## src/rtl/eprom_rd_pkg.sv

```systemverilog
package eprom_rd_pkg;
    typedef enum logic [3:0] {
        ST_IDLE,
        ST_LAT0,
        ST_HLD0,
        ST_LAT1,
        ST_HLD1,
        ST_LAT2,
        ST_HLD2,
        ST_TURN,
        ST_WAIT,
        ST_DONE
    } rd_state_t;
endpackage

```

## src/rtl/eprom_odd_par.sv

```systemverilog
module eprom_odd_par #(
    parameter int W = 8
) (
    input  logic [W-1:0] data,
    output logic         odd_bit
);
    // bit that makes the count of ones over data plus itself odd
    assign odd_bit = ~(^data);
endmodule

```

## src/rtl/eprom_strap_latch.sv

```systemverilog
module eprom_strap_latch (
    input  logic clk,
    input  logic rst_n,
    input  logic strap_n,
    output logic three_lat
);
    // follows the strap only while reset is held, frozen afterwards
    always_ff @(posedge clk) begin
        if (!rst_n) three_lat <= ~strap_n;
    end
endmodule

```

## src/rtl/eprom_rd_seq.sv

```systemverilog
module eprom_rd_seq
    import eprom_rd_pkg::*;
#(
    parameter int DATA_W = 8,
    parameter int WAIT_W = 4
) (
    input  logic                clk,
    input  logic                rst_n,
    input  logic                three_lat,
    input  logic                req_valid,
    input  logic [3*DATA_W-1:0] req_addr,
    input  logic [WAIT_W-1:0]   acc_wait,
    input  logic                par_en,
    input  logic [DATA_W-1:0]   din,
    input  logic                din_perr,
    output logic                req_ready,
    output logic                rd_done,
    output logic [DATA_W-1:0]   rd_data,
    output logic                rd_perr,
    output logic                rom_sel_n,
    output logic                ale_lo,
    output logic                ale_mid,
    output logic                a16_ale,
    output logic                a17_pin,
    output logic [DATA_W-1:0]   dout,
    output logic                oe
);
    localparam int ADDR_W = 3 * DATA_W;
    localparam int B16    = 2 * DATA_W;
    localparam int B17    = 2 * DATA_W + 1;

    rd_state_t           state, state_nx;
    logic [ADDR_W-1:0]   addr_q;
    logic [WAIT_W-1:0]   cnt_q;
    logic                ale_hi;
    logic                wait_end;

    assign wait_end = (state == ST_WAIT) && (cnt_q == acc_wait);

    // state register
    always_ff @(posedge clk) begin
        if (!rst_n) state <= ST_IDLE;
        else        state <= state_nx;
    end

    // next state
    always_comb begin
        state_nx = state;
        unique case (state)
            ST_IDLE: if (req_valid) state_nx = ST_LAT0;
            ST_LAT0: state_nx = ST_HLD0;
            ST_HLD0: state_nx = ST_LAT1;
            ST_LAT1: state_nx = ST_HLD1;
            ST_HLD1: state_nx = three_lat ? ST_LAT2 : ST_TURN;
            ST_LAT2: state_nx = ST_HLD2;
            ST_HLD2: state_nx = ST_TURN;
            ST_TURN: state_nx = ST_WAIT;
            ST_WAIT: if (wait_end) state_nx = ST_DONE;
            ST_DONE: state_nx = ST_IDLE;
            default: state_nx = ST_IDLE;
        endcase
    end

    // address, wait counter and read capture
    always_ff @(posedge clk) begin
        if (!rst_n) begin
            addr_q  <= '0;
            cnt_q   <= '0;
            rd_data <= '0;
            rd_perr <= 1'b0;
        end else begin
            if (state == ST_IDLE && req_valid) addr_q <= req_addr;
            if (state == ST_TURN)      cnt_q <= '0;
            else if (state == ST_WAIT) cnt_q <= cnt_q + 1'b1;
            if (wait_end) begin
                rd_data <= din;
                rd_perr <= par_en & din_perr;
            end
        end
    end

    // outputs decoded from state
    always_comb begin
        req_ready = 1'b0;
        rd_done   = 1'b0;
        rom_sel_n = 1'b1;
        ale_lo    = 1'b0;
        ale_mid   = 1'b0;
        ale_hi    = 1'b0;
        oe        = 1'b0;
        dout      = '0;
        unique case (state)
            ST_IDLE: req_ready = 1'b1;
            ST_LAT0, ST_HLD0: begin
                rom_sel_n = 1'b0;
                oe        = 1'b1;
                ale_lo    = (state == ST_LAT0);
                dout      = addr_q[DATA_W-1:0];
            end
            ST_LAT1, ST_HLD1: begin
                rom_sel_n = 1'b0;
                oe        = 1'b1;
                ale_mid   = (state == ST_LAT1);
                dout      = addr_q[2*DATA_W-1:DATA_W];
            end
            ST_LAT2, ST_HLD2: begin
                rom_sel_n = 1'b0;
                oe        = 1'b1;
                ale_hi    = (state == ST_LAT2);
                dout      = addr_q[ADDR_W-1:2*DATA_W];
            end
            ST_TURN, ST_WAIT: rom_sel_n = 1'b0;
            ST_DONE: rd_done = 1'b1;
            default: ;
        endcase
        a16_ale = three_lat ? ale_hi : addr_q[B16];
        a17_pin = addr_q[B17];
    end

    // a done pulse closes a cycle with select low
    a_r1_sel_before_done: assert property (@(posedge clk) disable iff (!rst_n)
        rd_done |-> $past(!rom_sel_n));
    // low-byte enable lasts one clock, byte held behind it
    a_r2_lo_hold: assert property (@(posedge clk) disable iff (!rst_n)
        ale_lo |=> !ale_lo && oe && $stable(dout));
    // middle-byte enable lasts one clock, byte held behind it
    a_r3_mid_hold: assert property (@(posedge clk) disable iff (!rst_n)
        ale_mid |=> !ale_mid && oe && $stable(dout));
    // bus drive starts only after a cycle with select high
    a_r6_oe_gap: assert property (@(posedge clk) disable iff (!rst_n)
        $rose(oe) |-> $past(rom_sel_n));
    // done is a single-cycle pulse
    a_r10_done_pulse: assert property (@(posedge clk) disable iff (!rst_n)
        rd_done |=> !rd_done);
endmodule

```

## src/rtl/eprom_mux_reader.sv

```systemverilog
module eprom_mux_reader #(
    parameter int DATA_W = 8,
    parameter int WAIT_W = 4
) (
    input  logic                clk,
    input  logic                rst_n,
    input  logic                strap_n,
    input  logic                req_valid,
    input  logic [3*DATA_W-1:0] req_addr,
    input  logic [WAIT_W-1:0]   acc_wait,
    input  logic                par_en,
    output logic                req_ready,
    output logic                rd_done,
    output logic [DATA_W-1:0]   rd_data,
    output logic                rd_perr,
    output logic                rom_sel_n,
    output logic                ale_lo,
    output logic                ale_mid,
    output logic                a16_ale,
    output logic                a17_pin,
    output logic [DATA_W-1:0]   bus_dout,
    output logic                bus_oe,
    output logic                bus_par_out,
    input  logic [DATA_W-1:0]   bus_din,
    input  logic                bus_par_in
);
    logic three_lat;
    logic din_odd;
    logic din_perr;

    eprom_strap_latch u_strap (
        .clk       (clk),
        .rst_n     (rst_n),
        .strap_n   (strap_n),
        .three_lat (three_lat)
    );

    eprom_odd_par #(.W(DATA_W)) u_par_gen (
        .data    (bus_dout),
        .odd_bit (bus_par_out)
    );

    eprom_odd_par #(.W(DATA_W)) u_par_chk (
        .data    (bus_din),
        .odd_bit (din_odd)
    );

    assign din_perr = din_odd ^ bus_par_in;

    eprom_rd_seq #(.DATA_W(DATA_W), .WAIT_W(WAIT_W)) u_seq (
        .clk       (clk),
        .rst_n     (rst_n),
        .three_lat (three_lat),
        .req_valid (req_valid),
        .req_addr  (req_addr),
        .acc_wait  (acc_wait),
        .par_en    (par_en),
        .din       (bus_din),
        .din_perr  (din_perr),
        .req_ready (req_ready),
        .rd_done   (rd_done),
        .rd_data   (rd_data),
        .rd_perr   (rd_perr),
        .rom_sel_n (rom_sel_n),
        .ale_lo    (ale_lo),
        .ale_mid   (ale_mid),
        .a16_ale   (a16_ale),
        .a17_pin   (a17_pin),
        .dout      (bus_dout),
        .oe        (bus_oe)
    );

    // parity driven with every address byte is odd
    a_r8_par_odd: assert property (@(posedge clk) disable iff (!rst_n)
        bus_oe |-> ^{bus_dout, bus_par_out});
endmodule

```

## config.mk

```make
export PLATFORM = sky130hd
export DESIGN_NAME = eprom_mux_reader
export DESIGN_NICKNAME = d
export VERILOG_FILES = /design/src/rtl/eprom_rd_pkg.sv /design/src/rtl/eprom_odd_par.sv /design/src/rtl/eprom_strap_latch.sv /design/src/rtl/eprom_rd_seq.sv /design/src/rtl/eprom_mux_reader.sv
export SDC_FILE = /design/constraint.sdc
export NUM_CORES = 1
export LEC_CHECK = 0
export ABC_CLOCK_PERIOD_IN_PS = 2200
export BUFFER_PORTS_ARGS = -buffer_cell sky130_fd_sc_hd__buf_2
export CORE_MARGIN = 2
export CORE_UTILIZATION = 52
export CTS_BUF_LIST = sky130_fd_sc_hd__clkbuf_16
export DETAILED_ROUTE_END_ITERATION = 8
export GPL_TIMING_DRIVEN = 0
export PLACE_DENSITY = 0.85
export SLEW_MARGIN = 20
export SYNTH_ARGS = -nofsm -noshare
export SYNTH_HDL_FRONTEND = slang
export SYNTH_SLANG_ARGS = --single-unit
```

## constraint.sdc

```tcl
create_clock -name clk -period 2.2 [get_ports clk]
set_input_delay 0.22 -clock clk [delete_from_list [all_inputs] [get_ports clk]]
set_output_delay 0.22 -clock clk [all_outputs]
set_load 0.1 [all_outputs]
```

==> flow_summary.toml <==
[critical_path]
worstPathRequired_ns = 1.98
cp_max_fo = 10
crit_arrival_ns = 2.46
end_kind = "output port"
crit_type = "flip-flop to output port"
start_kind = "flip-flop"

[route]
drc = 0
drt_iter0_drc = 327
wire_per_inst_um = 15.86
vias = 2453
drtAntennaViolNets = 0
first_pass_iters = 5
avgViaCountPerCell = 5.799
routed_wl_mm = 6.707

[grt]
grt_pass1_wl_mm = 10.56
groute.usage.overall = 0.2620
antenna_found_initial = 0
grt_max_degree = 15
grt_pass1_vias = 2279
grt_overflow = 0

[floorplanning]
core-area_sq_um = 4324
die_w_um = 70.70
io_pins = 68
start_util = 0.5350
die_area_sq_um = 4998
fp.dieH_um = 70.70
rows = 24

[clock_network]
clk_latency_ns = 0.28
numClockSinks = 42
root_buffer = "clkbuf_16"
numCtsBuffers = 5
clk_path_buf_depth = 2
hold_buffers = 0
clkTransAtPathRegs_ns = 0.06
h-tree-depth = 2
cts_tree = "built"

[timing]
slew_headroom = 0.6627
setup_viol = 1
rsz0062_at_grt = "yes"
worst_pin_slew_ns = 0.5059
period_minus_slack_ns = 2.679
hold_violations = 0
fin_skew_ns = 0.006193
timing.fmax_mhz = 373.3
setup_ws_ns = -0.4787
timing.final.crit_share = 1.218
drv_slew = 0

[layout]
num-nets-final = 413
final_common_cell = "nand2_1"
areaGrowthSynthToFinish_pct = 33.26
layout_common_cells = "68 x nand2_1, 62 x buf_2, 37 x dfxtp_1"
final_area_sq_um = 3083
n_antenna_cell = 0
post_route_cells_drive_above_1_share = 0.3450
fillers = 319

[power_and_ir_drop]
intPower_w = 0.001591
combPwrFrac = 0.309
switching_share = 0.3539
power.share.clock = 0.340
sequentialPowerShare = 0.351
power.density_nw_per_um2 = 798.7
ir_drop_uv = 471.6
leakage_nw = 1.307
p_switching_w = 0.0008713

[logic_synthesis]
synth_nets = 335
synth_edf_count = 1
synth_top_family_by_area = "simple AND/OR/NAND/NOR gates"
synth_cell_types = 52
synth-xor-area-share = 0.08491
yosys.area_share.simple = 0.2710
synth_top_cell_area_share = 0.3548
yosys_register_bits = 42
ys_seq_area_frac = 0.3678
synthAdderAreaFrac = 0.005408
synth_compound_area_frac = 0.1904
yosys_most_used_dff = "dfxtp_1"
synthCells = 292
synth_top_area_cell = "dfxtp_1"
async_reset_ff_frac = 0
ys_warn_count = 0
synth_area_leaders = "dfxtp_1 35%, nand2_1 11%, a21oi_1 8.0%"
synth.area.mux_share = 0.02163
netlist_area_sq_um = 2313
syn_avg_cell_area_sq_um = 7.923

[placed_design]
port_buffers = 67
dp_slack_ns = -0.4950
post_dp_cell_area_sq_um = 2759
hpwl_mm = 4.584
routabilityCongestion = 0.9401

[run_status]
status = "complete, but fails checks"
violations = "negative setup slack"

[job]
cap_violations = 0

[min_path]
hp-class = "input port to flip-flop"
cell families (layout without fill, tap and decap cells):
kind of cell / count (synthesis) / after routing
and+or+nand+nor: 129 / 129
AOI/OAI and AO/OA: 70 / 70
adders and majority gates: 1 / 1
DFF: 42 / 42
xor gates and xnor gates: 20 / 20
buffers and inverters: 25 / 104
muxes: 5 / 5
cells in the mapped netlist (5+ instances only):
cell type   n
o21ai_0     7
nor2_1     16
a21oi_1    37
clkbuf_1    7
nor3_1      8
buf_2       7
nand3_1    10
xor2_1     10
a21o_1      6
mux2i_1     5
nand2_1    68
xnor2_1     8
dfxtp_1    41
flip-flops by register name (all words and copies together), names as in the netlist:
signal,cells
u_seq.addr_q,24
u_seq.cnt_q,4
u_seq.rd_data,8
u_seq.rd_perr,1
u_seq.state,4
u_strap.three_lat,1
power by group through the flow:
| stage | Clock [W] | Combinational, W | Sequential, W |
|---|---|---|---|
| 5_1_grt | 0.000876 | 0.000805 | 0.000865 |
| 3_5_place_dp | 0 | 0.000696 | 0.000860 |
| 3_3_place_gp | 0 | 0.000687 | 0.000858 |
| 6_report | 0.000837 | 0.000762 | 0.000863 |
| 4_1_cts | 0.000841 | 0.000737 | 0.000855 |
| 2_1_floorplan | 0 | 0.000556 | 0.000858 |
path summary, 6_finish.rpt:
kind / start / end / slack [ns] / cells after the start
worst max-delay path: u_seq.state[3] / bus_par_out / -0.48 / 8
worst min-delay path: req_addr[5] / u_seq.addr_q[5] / 0.17 / 3
worst max register to register: u_seq.state[2] / u_seq.rd_perr / 0.13 / 7
worst min register to register: u_seq.rd_data[6] / u_seq.rd_data[6] / 0.46 / 2
layout make-up:
| type | instances | area, sq um | area share |
|---|---|---|---|
| timing repair buffer | 74 | 425.4 | 0.1380 |
| sequential | 42 | 863.3 | 0.2800 |
| clock buffer | 5 | 125.1 | 0.04058 |
| clock inverter | 3 | 45.04 | 0.01461 |
| buffer | 17 | 97.59 | 0.03166 |
| multi-input combinational | 225 | 1439 | 0.4667 |
| inverter | 5 | 22.52 | 0.007305 |
| tap | 52 | 65.06 | 0.02110 |
worst max-delay path, stage by stage, from the launching register on:
cell      delay [ns]
dfxtp_2         0.40
buf_4           0.23
nand2b_4        0.20
nor2_2          0.08
a222oi_1        0.40
a211oi_2        0.14
xor2_1          0.17
xnor3_4         0.37
buf_12          0.19
per-layer routing:
layer	GRT usage	up-vias	share of wire
met5	0	-	0
met4	0.09224	0	0.027
met3	0.04131	27	0.078
met2	0.4413	131	0.51
met1	0.3423	1143	0.39
li1	-	1152	-
repair_timing:
action,4_1_cts,5_1_grt
buffers inserted,5,2
pin swaps,4,4
setup endpoints to repair,8,30
gates resized for setup,20,24
through the flow:
stage	std cells	hold WS, ns	setup TNS (ns)	total power (W)	utilization
finish	423	0.1734	-0.4787	0.002462	0.7130
global route	423	0.1736	-0.6699	0.002546	0.7130
CTS	422	0.1724	-0.4966	0.002432	0.6956
detailed placement	411	0.4454	-0.4950	0.001556	0.6380
global placement	411	0.4368	-0.4905	0.001545	0.6380
floorplan	292	0.3515	-2.866	0.001414	-
(Power assumes the default switching activity.)
